### src/rtl/smtq_pkg.sv
package smtq_pkg;
   typedef enum logic {
      MODE_DUAL   = 1'b0,
      MODE_SINGLE = 1'b1
   } smtq_mode_e;

   localparam int unsigned SMTQ_THREADS = 2;
endpackage

### src/rtl/smtq_rr2.sv
module smtq_rr2 (
   input  logic       clk,
   input  logic       rst_n,
   input  logic [1:0] req,
   output logic [1:0] gnt
);
   logic last_q;  // thread granted most recently

   always_comb begin
      if (req == 2'b11) gnt = last_q ? 2'b01 : 2'b10;
      else              gnt = req;
   end

   always_ff @(posedge clk or negedge rst_n) begin
      if (!rst_n)   last_q <= 1'b1;
      else if (|req) last_q <= gnt[1];
   end
endmodule

### src/rtl/smtq_part.sv
module smtq_part #(
   parameter int unsigned AW = 4,
   parameter int unsigned CW = 5
) (
   input  logic          clk,
   input  logic          rst_n,
   input  logic          clr,
   input  logic          push,
   input  logic          pop,
   input  logic [CW-1:0] cap,
   input  logic [AW-1:0] base,
   output logic [AW-1:0] wr_addr,
   output logic [AW-1:0] rd_addr,
   output logic          full,
   output logic          empty
);
   logic [AW-1:0] head_q, tail_q;
   logic [CW-1:0] cnt_q;

   function automatic logic [AW-1:0] step(input logic [AW-1:0] p, input logic [CW-1:0] lim);
      logic [CW-1:0] nxt;
      nxt = CW'(p) + CW'(1);
      return (nxt >= lim) ? '0 : AW'(nxt);
   endfunction

   assign full    = (cnt_q >= cap);
   assign empty   = (cnt_q == '0);
   assign wr_addr = base + tail_q;
   assign rd_addr = base + head_q;

   always_ff @(posedge clk or negedge rst_n) begin
      if (!rst_n) begin
         head_q <= '0;
         tail_q <= '0;
         cnt_q  <= '0;
      end else if (clr) begin
         head_q <= '0;
         tail_q <= '0;
         cnt_q  <= '0;
      end else begin
         if (push) tail_q <= step(tail_q, cap);
         if (pop)  head_q <= step(head_q, cap);
         case ({push, pop})
            2'b10:   cnt_q <= cnt_q + CW'(1);
            2'b01:   cnt_q <= cnt_q - CW'(1);
            default: cnt_q <= cnt_q;
         endcase
      end
   end
endmodule

### src/rtl/smt_uop_queue.sv
module smt_uop_queue #(
   parameter int unsigned DEPTH = 16,
   parameter int unsigned PW    = 8
) (
   input  logic          clk,
   input  logic          rst_n,
   input  logic [1:0]    in_valid,
   input  logic [PW-1:0] in_data_t0,
   input  logic [PW-1:0] in_data_t1,
   output logic [1:0]    in_ready,
   input  logic [1:0]    flush,
   input  logic          mode_wr,
   input  logic          mode_req,
   output logic          single_mode,
   input  logic [1:0]    out_ready,
   output logic          out_valid,
   output logic          out_tid,
   output logic [PW-1:0] out_data,
   output logic [1:0]    part_full,
   output logic [1:0]    part_empty
);
   import smtq_pkg::*;

   localparam int unsigned HALF = DEPTH / 2;
   localparam int unsigned AW   = $clog2(DEPTH);
   localparam int unsigned CW   = $clog2(DEPTH + 1);
   localparam int unsigned EW   = PW + 1;

   initial begin
      assert (DEPTH >= 4 && DEPTH % 2 == 0) else $error("DEPTH must be even and at least 4");
      assert (PW >= 1) else $error("PW must be at least 1");
   end

   smtq_mode_e    mode_q;
   logic [EW-1:0] mem [DEPTH];
   logic [1:0]    wr_cand, rd_cand, wgnt, rgnt;
   logic [AW-1:0] wr_addr [SMTQ_THREADS];
   logic [AW-1:0] rd_addr [SMTQ_THREADS];
   logic          mode_apply;

   assign single_mode = (mode_q == MODE_SINGLE);
   assign mode_apply  = mode_wr && (&part_empty) && !(|wgnt);

   for (genvar t = 0; t < SMTQ_THREADS; t++) begin : g_part
      logic [CW-1:0] cap;
      if (t == 0) begin : g_cap0
         assign cap = single_mode ? CW'(DEPTH) : CW'(HALF);
      end else begin : g_cap1
         assign cap = single_mode ? '0 : CW'(HALF);
      end

      assign wr_cand[t] = in_valid[t] && !flush[t] && !part_full[t];
      assign rd_cand[t] = !part_empty[t] && out_ready[t] && !flush[t];

      smtq_part #(.AW(AW), .CW(CW)) u_part (
         .clk     (clk),
         .rst_n   (rst_n),
         .clr     (flush[t] || mode_apply),
         .push    (wgnt[t]),
         .pop     (rgnt[t]),
         .cap     (cap),
         .base    (AW'(t * HALF)),
         .wr_addr (wr_addr[t]),
         .rd_addr (rd_addr[t]),
         .full    (part_full[t]),
         .empty   (part_empty[t])
      );
   end

   smtq_rr2 u_wr_arb (.clk(clk), .rst_n(rst_n), .req(wr_cand), .gnt(wgnt));
   smtq_rr2 u_rd_arb (.clk(clk), .rst_n(rst_n), .req(rd_cand), .gnt(rgnt));

   assign in_ready = wgnt;

   always_ff @(posedge clk) begin
      if (wgnt[0])      mem[wr_addr[0]] <= {1'b0, in_data_t0};
      else if (wgnt[1]) mem[wr_addr[1]] <= {1'b1, in_data_t1};
   end

   logic [EW-1:0] head_ent;
   assign head_ent  = rgnt[1] ? mem[rd_addr[1]] : mem[rd_addr[0]];
   assign out_valid = |rgnt;
   assign out_tid   = head_ent[PW];
   assign out_data  = head_ent[PW-1:0];

   always_ff @(posedge clk or negedge rst_n) begin
      if (!rst_n)          mode_q <= MODE_DUAL;
      else if (mode_apply) mode_q <= smtq_mode_e'(mode_req);
   end
endmodule

### config.mk
export PLATFORM = sky130hd
export DESIGN_NAME = smt_uop_queue
export DESIGN_NICKNAME = d
export VERILOG_FILES = /design/src/rtl/smtq_pkg.sv /design/src/rtl/smtq_rr2.sv /design/src/rtl/smtq_part.sv /design/src/rtl/smt_uop_queue.sv
export SDC_FILE = /design/constraint.sdc
export NUM_CORES = 1
export LEC_CHECK = 0
export BUFFER_PORTS_ARGS = -buffer_cell sky130_fd_sc_hd__buf_2
export CORE_MARGIN = 2
export CORE_UTILIZATION = 40
export DETAILED_ROUTE_END_ITERATION = 16
export SLEW_MARGIN = 0
export SYNTH_ARGS = -nofsm -noshare
export SYNTH_HDL_FRONTEND = slang
export SYNTH_SLANG_ARGS = --single-unit
### constraint.sdc
create_clock -name clk -period 4 [get_ports clk]
set_input_delay 0.6 -clock clk [delete_from_list [all_inputs] [get_ports clk]]
set_output_delay 0.6 -clock clk [all_outputs]
set_load 0.05 [all_outputs]
After elaboration in Yosys (flattened, before gate mapping) --
Memories as Yosys holds them, arrays and structs flattened. Cells that the tools add are included.
Word-level totals: register bits 29, bits in latches 0, bits in writable memories 144, ROM bits 0, memories 1
Cells by class: add/subtract/negate cells 10, multipliers 0, div/mod/pow operators 0, order comparisons 6, eq/ne operators 6, shift operators 0, multiplexer cells 31, bitwise operators 0, reductions and logical operators 33
Memory list:
- mem | words 16, width 9, rd ports 2, clocked after Yosys merged registers in 0, wr ports 1, RTL line smt_uop_queue.sv:35 | logic [EW-1:0] mem [DEPTH];
Operator list (number):
- 4-bit two-way mux | 14
- 4-bit by 1-bit adder with 5-bit output (second input constant) | 4
- 5-bit case mux with 2 select lines | 2
- 9-bit two-way mux | 2
- 5-bit by 4-bit >= comparator with 1-bit output | 3
- 5-bit >= comparator | 3
- 5-bit two-way mux | 3
- 5-bit by 1-bit adder with 5-bit output (second input constant) | 2
- 1-bit logical AND | 10
- 5-bit logical NOT | 2
- 5-bit by 1-bit subtractor with 5-bit output (second input constant) | 2
- 9-bit OR reduction | 1
- 4-bit adder (first input constant) | 2
- 2-bit == test (second input constant) | 4
- 2-bit two-way mux | 4
- 2-bit nonzero test | 4
- 2-bit OR reduction | 4
- 1-bit logical NOT | 7
- 1-bit two-way mux | 6
- 3-bit nonzero test | 2
- 2-bit by 1-bit == test with 1-bit output (second input constant) | 2
- 1-bit logical OR | 2
- 2-bit AND reduction | 1

Longest topological paths before layout --
Gate-level depths: netlist of run 1.
depth after elaboration 11, mapped depth 15

By module --
A second synthesis of run 1 with hierarchy kept.
Second synthesis, totals: cell total of the unflattened synthesis 832, area, all modules 10129.7 µm²
Modules (own cells, without submodules):
- smt_uop_queue | times used 1, cells an instance 538, area an instance 7367.1 µm², seq. area each 4349.2 µm²
- smtq_part | times used 2, cells an instance 141, area an instance 1327.5 µm², seq. area each 325.3 µm²
- smtq_rr2 | times used 2, cells an instance 6, area an instance 53.8 µm², seq. area each 26.3 µm²

Least setup slack after synthesis of run 1 --
No wires, ideal clock.
path type register -> register, start register mode_q (netlist: single_mode), end register g_part[1].u_part.cnt_q[4], data arrival time 3960 ps, setup slack -38 ps, stages on the path, launching flop included 16, buffers on the path 2, cells stage by stage dfrtp_1 > inv_1 > ha_1 > or4b_1 > o21ai_1 > a21o_4 > buf_2 > buf_2 > ha_1 > xor2_1 > ha_1 > a211o_1 > a21oi_1 > a221oi_1 > or3_1 > a21oi_1
On the way: word-level cells in the longest chain between the ends 11
Ends and longest elaborated chain:
- start: declaration | RTL line smt_uop_queue.sv:34 | smtq_mode_e mode_q;
- start signal: assignment | RTL line smt_uop_queue.sv:88 | else if (mode_apply) mode_q <= smtq_mode_e'(mode_req);
- 5-bit two-way mux / 4-bit two-way mux (equally long branches) | RTL line smt_uop_queue.sv:47, smt_uop_queue.sv:49
- 5-bit >= comparator / 5-bit by 4-bit >= comparator with 1-bit output (equally long branches) | RTL line smtq_part.sv:26 | assign full = (cnt_q >= cap);
- 1-bit logical NOT | RTL line smt_uop_queue.sv:52 | assign wr_cand[t] = in_valid[t] && !flush[t] && !part_full[t];
- 1-bit logical AND | RTL line smt_uop_queue.sv:52
- 2-bit == test | RTL line smtq_rr2.sv:10 | if (req == 2'b11) gnt = last_q ? 2'b01 : 2'b10;
- 2-bit two-way mux (*) | RTL line smtq_rr2.sv:10
- 2-bit OR reduction | RTL line smt_uop_queue.sv:42 | assign mode_apply = mode_wr && (&part_empty) && !(|wgnt);
- 1-bit logical NOT | RTL line smt_uop_queue.sv:42
- 1-bit logical AND | RTL line smt_uop_queue.sv:42
- 1-bit logical OR | RTL line smt_uop_queue.sv:58 | .clr (flush[t] || mode_apply),
- 3-bit nonzero test (no line) / 5-bit two-way mux (equally long branches)
- end signal: assignment | RTL line smtq_part.sv:44 | 2'b10: cnt_q <= cnt_q + CW'(1);
- end signal: assignment | RTL line smtq_part.sv:45 | 2'b01: cnt_q <= cnt_q - CW'(1);
- end signal: assignment | RTL line smtq_part.sv:46 | default: cnt_q <= cnt_q;
- end: declaration | RTL line smtq_part.sv:18 | logic [CW-1:0] cnt_q;
Mark *: on every way between the ends. The rest lies on a longest branch, timed or not. A chain may end at the register's enable or synchronous reset.

Final worst setup path of run 1 --
start register mode_q (netlist: single_mode), end register g_part[0].u_part.cnt_q[4]
On the way: word-level cells in the longest chain between the ends 11
Ends and longest elaborated chain (RTL line):
- 5-bit two-way mux / 4-bit two-way mux (equally long branches) | smt_uop_queue.sv:47, smt_uop_queue.sv:49
- 5-bit >= comparator / 5-bit by 4-bit >= comparator with 1-bit output (equally long branches) | smtq_part.sv:26
- 1-bit logical NOT | smt_uop_queue.sv:52
- 1-bit logical AND | smt_uop_queue.sv:52
- 2-bit == test | smtq_rr2.sv:10
- 2-bit two-way mux (*) | smtq_rr2.sv:10
- 2-bit OR reduction | smt_uop_queue.sv:42
- 1-bit logical NOT | smt_uop_queue.sv:42
- 1-bit logical AND | smt_uop_queue.sv:42
- 1-bit logical OR | smt_uop_queue.sv:58
- 3-bit nonzero test (no line) / 5-bit two-way mux (equally long branches)
- end signal: assignment | smtq_part.sv:44
- end signal: assignment | smtq_part.sv:45
- end signal: assignment | smtq_part.sv:46
- end: declaration | smtq_part.sv:18
Marks and branches as above.

==> results.md, run 1 <==
Timing:
- The final setup slack of the worst path is 0.355 ns.
- The smallest clock period supported by the final layout is computed as 3.65 ns.
- For the final routed database, the setup TNS stands at 0 ns.
- The highest clock rate is 274 MHz.
- The total count of hold-check failures in the final report was 0.
- Headroom to the max-slew limit came out at 0.262.
- Hold timing on the final database bottoms out at a slack of 0.209 ns.
- The final critical-path share of the clock period is 0.911.
- At the pin with the least slew margin, the transition time is 1.10 ns.
- The number of setup violations in the final report is 0.
- Across the routed clock network, the largest skew measured is 0.0142 ns.
- Setup repair after global routing left no endpoint under its margin.
- The final count of pins violating max slew is 0.

Critical path:
- The startpoint identified for the worst register-to-register timing path is single_mode.
- The largest fanout on the critical path is 10.
- In this run the critical register-to-register path is captured at g_part[0].u_part.cnt_q[4].
- STA classifies the critical path startpoint as a register.
- STA puts the critical path data arrival time at 3.99 ns.
- The most critical setup path has its endpoint at g_part[0].u_part.cnt_q[4].
- The type of the setup path with the least slack is register to register.
- STA classifies the critical path endpoint as a register.
- For flop-to-flop paths, the worst setup slack is 0.35 ns.
- In this run the worst setup path begins at single_mode.
- Counting cells, the worst reg-to-reg path comes to 13.
- For the worst setup path, the data required time is 4.35 ns.

Global routing:
- The number of antenna violations at the first check in global routing is 0.
- The number of global-route vias before repair is 6044.
- The wire length of the first global-routing pass is 34400 um.
- The aggregate global routing overflow is 0.
- In the global route stage, overall resource usage came out at 0.192.
- Entering global routing, the biggest net connects 35 pins.

Pwr:
- In this run the static leakage power is 3.55 nW.
- The worst-case vdd ir drop is 0.421 mV.
- The power per cell area is 456 nW/um2.

Finish:
- The antenna diode count is 0.
- Of the cells placed in the final design, the portion with a size suffix greater than 1 is 0.266.
- The area added between synthesis and finish is 12.1%.
- The final cell count without fillers is 993.
- The library cells used most frequently in the layout, excluding fill and tap cells, are 144 x sky130_fd_sc_hd__edfxtp_1, 63 x sky130_fd_sc_hd__mux4_2, 45 x sky130_fd_sc_hd__nand2_1.
- The flip-flop and latch area is 5060 um2.
- The area of the multi-input gates is 3850 um2.
- Fill cells in the final layout number 1957.
- In the final design database the tool counted 744 nets.
- Leaving out fill and tap cells, the most frequent cell in the layout is sky130_fd_sc_hd__edfxtp_1.

Place:
- Detailed placement ended at an HPWL of 15200 um.
- Prior to clock tree synthesis, the placed netlist has a worst setup slack of 0.424 ns.
- The number of placed instances, taps included, is 961.
- The number of buffers added on ports is 42.
- The final weighted congestion in routability-driven placement is 0.898.

Die:
- The die covers 24300 um2.
- The overall die height is 156 um.
- For this configuration, the core starts out at a cell density of 0.408.
- The die boundary width is 156 um.
- The row count is 55.
- Pin placement for this block handled 43 I/O pins.
- The floorplan step defined a core boundary enclosing 22600 um2.

Clocking:
- Buffers inserted to repair hold after CTS numbered 0.
- The clock transition time at the flip-flop clock pins of the worst setup and hold paths is 0.07 ns.
- The CTS tree is yes.
- In this run, CTS created clock tree buffers numbering 17.
- The H-tree depth reported by CTS is 4.
- At the later pin of the worst-skew pair, clock insertion delay measures 0.44 ns.
- The longest clock path from root to sink contains 2 buffers.
- The number of gates given a new drive strength after cts is 0.
- The buffer count from post-CTS setup fixing is 0.
- The clock drives 173 sinks.
- The root cell of the clock tree is sky130_fd_sc_hd__clkbuf_16.

Status:
- The run finished with clean final reports.

Routing:
- The residual antenna-violating net count after detailed routing is 0.
- In the final routed layout, each cell accounts on average for 22.8 um.
- The total iterations of the first detailed-routing run is 5.
- The remaining design rule violation count is 0.
- After detailed routing, the total wire length is 22600 um.
- The final route contains 6018 vias.
- The DRC marker count from the first detailed-route iteration is 417.
- The routed via count divided by cell count is 6.06.

Yosys:
- The synthesized design spends more area on one cell type than any other, namely sky130_fd_sc_hd__edfxtp_1.
- The number of enable flip-flop cells after synthesis is 144.
- The share of synthesized registers carrying an async set or reset is 0.168.
- A synthesized cell averages 14.0 um2.
- The total nets after synthesis is 708.
- Synthesis produced a netlist whose cell count is 659.
- The flip-flop and latch count after synthesis is 173.
- The cell area after synthesis is 9230 um2.
- The sequential cell area fraction in the yosys report is 0.547.
- For this run, the number of Yosys warnings is 0.
- The netlist uses 55 different library cells.
- The most used flip-flop cell after synthesis is sky130_fd_sc_hd__edfxtp_1.
- The area share of the leading cell type in the synthesized netlist is 0.468.
- By area the synthesized netlist is led by sky130_fd_sc_hd__edfxtp_1 47%, sky130_fd_sc_hd__mux4_2 15%, sky130_fd_sc_hd__dfrtp_1 7.3%.

Min path:
- The type of the most critical hold path is input port to asynchronous set/reset pin.

Flow run:
- The max-capacitance violation count is 0.
-- power by group --
part           switching (mW)  internal, mW  total (mW)
sequential             0.0654          2.09        2.15
combinational           0.627         0.297       0.925
clock                   0.801         0.840        1.64
-- logic make-up (layout without fill, tap and decap cells) --
group,count (synthesis),in the layout,share of synthesized area
compound gates,139,139,0.104
xor+xnor,16,16,0.0152
fa+ha+maj,23,23,0.0312
buf+inv,76,125,0.0375
flops,173,173,0.547
mux,87,87,0.182
simple gates,145,145,0.0834
-- cells in the mapped netlist (all sizes together), types with 2 or more instances --
cell type    n
a211o        2
a21o         8
a21oi       37
a221oi       4
a22o         4
a22oi       22
a31oi        3
a32o         4
a32oi       10
and2         3
and3         3
buf         30
clkbuf      18
dfrtp       27
dfstp        2
edfxtp     144
ha          23
inv         28
mux2        13
mux2i       11
mux4        63
nand2       46
nand2b       8
nand3       13
nand3b       8
nand4        4
nand4b       4
nor2        21
nor2b       14
nor3         5
o2111ai      2
o21ai       24
o221ai       6
o22ai        3
o32ai        6
o41ai        2
or3         10
or4b         2
xnor2        8
xor2         8
-- worst max-delay path: stages, from the launching register on --
cell                       delay, ns
sky130_fd_sc_hd__dfrtp_2        0.41
sky130_fd_sc_hd__inv_1          0.07
sky130_fd_sc_hd__ha_1           0.31
sky130_fd_sc_hd__or4b_1         0.51
sky130_fd_sc_hd__o21ai_1        0.23
sky130_fd_sc_hd__o21ai_2        0.23
sky130_fd_sc_hd__ha_1           0.37
sky130_fd_sc_hd__xor2_1         0.20
sky130_fd_sc_hd__ha_1           0.23
sky130_fd_sc_hd__a211o_1        0.27
sky130_fd_sc_hd__a21oi_1        0.17
sky130_fd_sc_hd__a221oi_1       0.08
sky130_fd_sc_hd__or3_1          0.33
sky130_fd_sc_hd__a21oi_1        0.15
-- layout make-up --
class                           instances  share of cell area
Sequential cell                       173               0.488
Multi-Input combinational cell        410               0.372
Clock buffer                           17              0.0411
Timing Repair Buffer                   65              0.0382
Tap cell                              285              0.0344
Clock inverter                         15              0.0161
Inverter                               28              0.0102
-- stage by stage --
step / power, mW / instance area, um2 / utilization
4_1_cts: 4.74 / 10400 / 0.457
5_1_grt: 4.90 / 10400 / 0.457
3_5_place_dp: 3.12 / 9760 / 0.431
3_3_place_gp: 3.09 / 9760 / 0.431
6_report: 4.72 / 10400 / 0.457
2_1_floorplan: 2.88 / 9230 / -
-- routing by layer --
layer / track usage / vias up / wire, um
li1: - / 2690 / -
met1: 0.241 / 3083 / 9350
met2: 0.328 / 209 / 11300
met3: 0.0414 / 36 / 1410
met4: 0.0721 / 0 / 585
met5: 0 / - / 0
-- flip-flops by register name, summed over array words and instances (netlist names) --
register	flops
u_rd_arb.last_q	1
g_part.u_part.tail_q	8
g_part.u_part.head_q	8
g_part.u_part.cnt_q	10
single_mode	1
u_wr_arb.last_q	1
mem	144
-- worst min-delay path by stage --
stage | startpoint | to
3_3_place_gp | u_wr_arb.last_q | u_wr_arb.last_q
5_1_grt | rst_n | g_part[0].u_part.cnt_q[0]
6_report | rst_n | g_part[0].u_part.cnt_q[1]
3_5_place_dp | u_rd_arb.last_q | u_rd_arb.last_q
2_1_floorplan | rst_n | g_part[0].u_part.cnt_q[0]
4_1_cts | rst_n | g_part[0].u_part.cnt_q[1]
Note: power is estimated with default switching activity, not from simulation.
==> inputs of run 2 (changes only) <==
--- a/config.mk
+++ b/config.mk
@@ -9,6 +9,8 @@
 export CORE_MARGIN = 2
 export CORE_UTILIZATION = 40
 export DETAILED_ROUTE_END_ITERATION = 16
+export HOLD_SLACK_MARGIN = 0.1
+export REMOVE_ABC_BUFFERS = 1
 export SLEW_MARGIN = 0
 export SYNTH_ARGS = -nofsm -noshare
 export SYNTH_HDL_FRONTEND = slang
==> run 2 against run 1 <==
Effect of this change: via count is 1.7% higher; cell count increased by 0.70%; sequential cell count did not move; wire length rose by 4.0%; non-clock buffer count grew 7; hold slack gained 0.0025 ns; power increased by 2.0%; sequential share of layout area decreased by 0.37 points; clock power increased by 5%; core utilization rose by 0.34 points.
==> results.md, run 2 (synthesis gave the netlist of run 1 again) <==
Die:
- The die boundary width is 156 um.
- From bottom edge to top edge, the die measures 156 um.
- The row count is 55.
- The core region is 22600 um2.
- During I/O placement, the number of pins put on the boundary was 43.
- For this configuration, the core starts out at a cell density of 0.408.
- The area enclosed by the die boundary is 24300 um2.

Finish:
- The register with the most flip-flops in the layout has 144 of them.
- The number of antenna diodes in the final layout is 0.
- For this run, the post-layout net count is 751.
- Fill cells in the final layout number 1926.
- From synthesis to final layout, the design area changed by 13.0%.
- In the layout the commonest cells are 144 x sky130_fd_sc_hd__edfxtp_1, 63 x sky130_fd_sc_hd__mux4_2, 45 x sky130_fd_sc_hd__nand2_1.
- The most common library cell in the layout ignoring fill and taps is sky130_fd_sc_hd__edfxtp_1.
- The share of final-layout standard cells stronger than drive strength 1 is 0.269.

Clocking:
- The number of gates given a new drive strength after cts is 0.
- The clock latency at the later pin of the worst-skew pair is 0.43 ns.
- In this run the number of H-tree levels came out at 4.
- The root cell of the clock tree is sky130_fd_sc_hd__clkbuf_16.
- In this run the post-CTS setup repair buffer count came out at 0.
- In this run, post-CTS hold repair placed 0 buffers.
- Buffers inserted during clock tree synthesis total 17.
- TritonCTS built the clock tree.
- Clock tree synthesis found a total of 173 sinks.
- The clock tree buffer depth is 2.
- The clock transition time at the flip-flop clock pins of the worst setup and hold paths is 0.07 ns.

Routing:
- The routed metal-1 wirelength is 9440 um.
- The count of nets left with antenna violations once routing finished came out at 0.
- The top metal layer carrying routed signals is met4.
- The total iterations of the first detailed-routing run is 6.
- The routed wire length per instance is 23.6 um.
- The final routed wirelength across all metal layers is 23600 um.
- In the detailed route, the total length drawn on met2 is 11600 um.
- The routed via count divided by cell count is 6.12.
- The DRC marker count from the first detailed-route iteration is 611.
- The number of vias after detailed routing is 6123.
- Wire segments on met3 add up to 1980 um in the final route.
- The remaining design rule violation count is 0.

Critical path:
- The combined buffer and inverter count along the critical path is 1.
- STA classifies the critical path endpoint as a register.
- For this design, the slowest cell found on the critical path is sky130_fd_sc_hd__or4b_1.
- The cell that appears most often on the critical path is sky130_fd_sc_hd__ha_1.
- STA classifies the critical path startpoint as a register.
- Of all nets on the critical path, the largest fanout is 10.
- The worst setup path is of the register to register kind.
- The delay contributed by the slowest stage of the critical path is 0.53 ns.
- Walking the worst path, the cells encountered are inv_1 -> ha_1 -> or4b_1 -> o21ai_1 -> o21ai_2 -> ha_1 -> xor2_1 -> ha_1 -> a211o_1 -> a21oi_1 -> a221oi_1 -> or3_1 -> a21oi_1.
- The cell family contributing the most delay on the critical path is compound AO/OA/AOI/OAI gates.
- Data on the critical path arrives at its endpoint at 4.01 ns.
- The critical path data required time is 4.35 ns.

Timing:
- Once routing completed, OpenROAD measured the worst setup slack at 0.335 ns.
- Headroom to the max-slew limit came out at 0.274.
- On the final layout, the worst clock skew is 0.0143 ns.
- The total count of hold-check failures in the final report is 0.
- Setup repair after global routing left no endpoint under its margin.
- The final critical-path share of the clock period is 0.916.
- Subtracting the final worst setup slack from the clock period gives 3.66 ns.
- The final count of pins violating max slew was 0.
- Setup violations remaining at the end of the flow were counted as 0.
- The highest clock rate is 273 MHz.
- For the final routed database, the setup TNS stands at 0 ns.
- At the pin with the least slew margin, the transition time is 1.09 ns.

Pwr:
- IR analysis of the VDD net gives a maximum drop of 0.330 mV.
- The power per cell area is 461 nW/um2.
- The leakage power figure is 3.59 nW.

Global routing:
- The number of antenna violations at the first check in global routing came to 0.
- The number of global-route vias before repair is 6498.
- The pin count of the biggest net entering global routing is 30.
- After global routing the overflow that remains totals 0.
- For this run, the total global-route usage over all layers was measured as 0.202.
- The first global-routing pass estimated 36600 um of wire.

Place:
- Buffers placed on the I/O ports in this run total 42.
- At the end of routability-driven placement, the weighted congestion stood at 0.784.
- Once detailed placement completed, the half-perimeter wirelength came to 15800 um.
- At the placement stage, the worst setup path has a slack of 0.388 ns.

Flow run:
- The tool flagged a number of max-cap violations equal to 0.

Status:
- The run finished with clean final reports.

Min path:
- The min-delay analysis places its worst path in the category input port to asynchronous set/reset pin.
==> run 2: final timing paths <==
kind	cells after the start	slack [ns]	endpoint	startpoint
setup / recovery	13	0.34	g_part[0].u_part.cnt_q[4]	single_mode
hold / removal	1	0.21	g_part[0].u_part.cnt_q[4]	rst_n
setup reg to reg	13	0.34	g_part[0].u_part.cnt_q[4]	single_mode
hold reg to reg	2	0.49	u_wr_arb.last_q	u_wr_arb.last_q
max in group asynchronous	1	3.28	g_part[1].u_part.head_q[0]	rst_n
min in group clk	2	0.39	g_part[1].u_part.cnt_q[3]	flush[1]
==> run 2: metrics by stage <==
step	utilization	area [um2]	hold slack [ns]	cells	total power, mW
2_1_floorplan	-	8990	0.304	611	2.84
3_3_place_gp	0.434	9820	0.470	968	3.10
3_5_place_dp	0.434	9820	0.480	968	3.12
4_1_cts	0.461	10400	0.236	1000	4.84
5_1_grt	0.461	10400	0.268	1000	4.99
6_report	0.461	10400	0.212	1000	4.81
==> run 2: worst reg2reg max path: stages (launching register included) <==
cell and delay (ns):
sky130_fd_sc_hd__dfrtp_1 0.43, sky130_fd_sc_hd__inv_1 0.08, sky130_fd_sc_hd__ha_1 0.31, sky130_fd_sc_hd__or4b_1 0.53
sky130_fd_sc_hd__o21ai_1 0.24, sky130_fd_sc_hd__o21ai_2 0.23, sky130_fd_sc_hd__ha_1 0.36, sky130_fd_sc_hd__xor2_1 0.20
sky130_fd_sc_hd__ha_1 0.22, sky130_fd_sc_hd__a211o_1 0.28, sky130_fd_sc_hd__a21oi_1 0.15, sky130_fd_sc_hd__a221oi_1 0.07
sky130_fd_sc_hd__or3_1 0.32, sky130_fd_sc_hd__a21oi_1 0.15
==> run 2: where the power goes <==
group / total [mW] / leakage, nW / switching [mW] / internal [mW]
logic: 0.934 / 1.60 / 0.630 / 0.304
registers: 2.15 / 1.69 / 0.0632 / 2.09
clock network: 1.73 / 0.295 / 0.728 / 0.999
==> run 2: routing by layer <==
metal / track usage / vias up
met4: 0.0703 / 0
li1: - / 2705
met3: 0.0436 / 31
met1: 0.263 / 3126
met5: 0 / -
met2: 0.337 / 261
==> run 2: final cells by class <==
class	instances	area, um2	share of cell area
clock buffers	18	429	0.0412
repair buffers	72	448	0.0430
inverters	28	105	0.0101
multi-input cells	410	3850	0.370
flip-flops and latches	173	5050	0.485
well taps	285	357	0.0342
clock inverters	14	180	0.0173
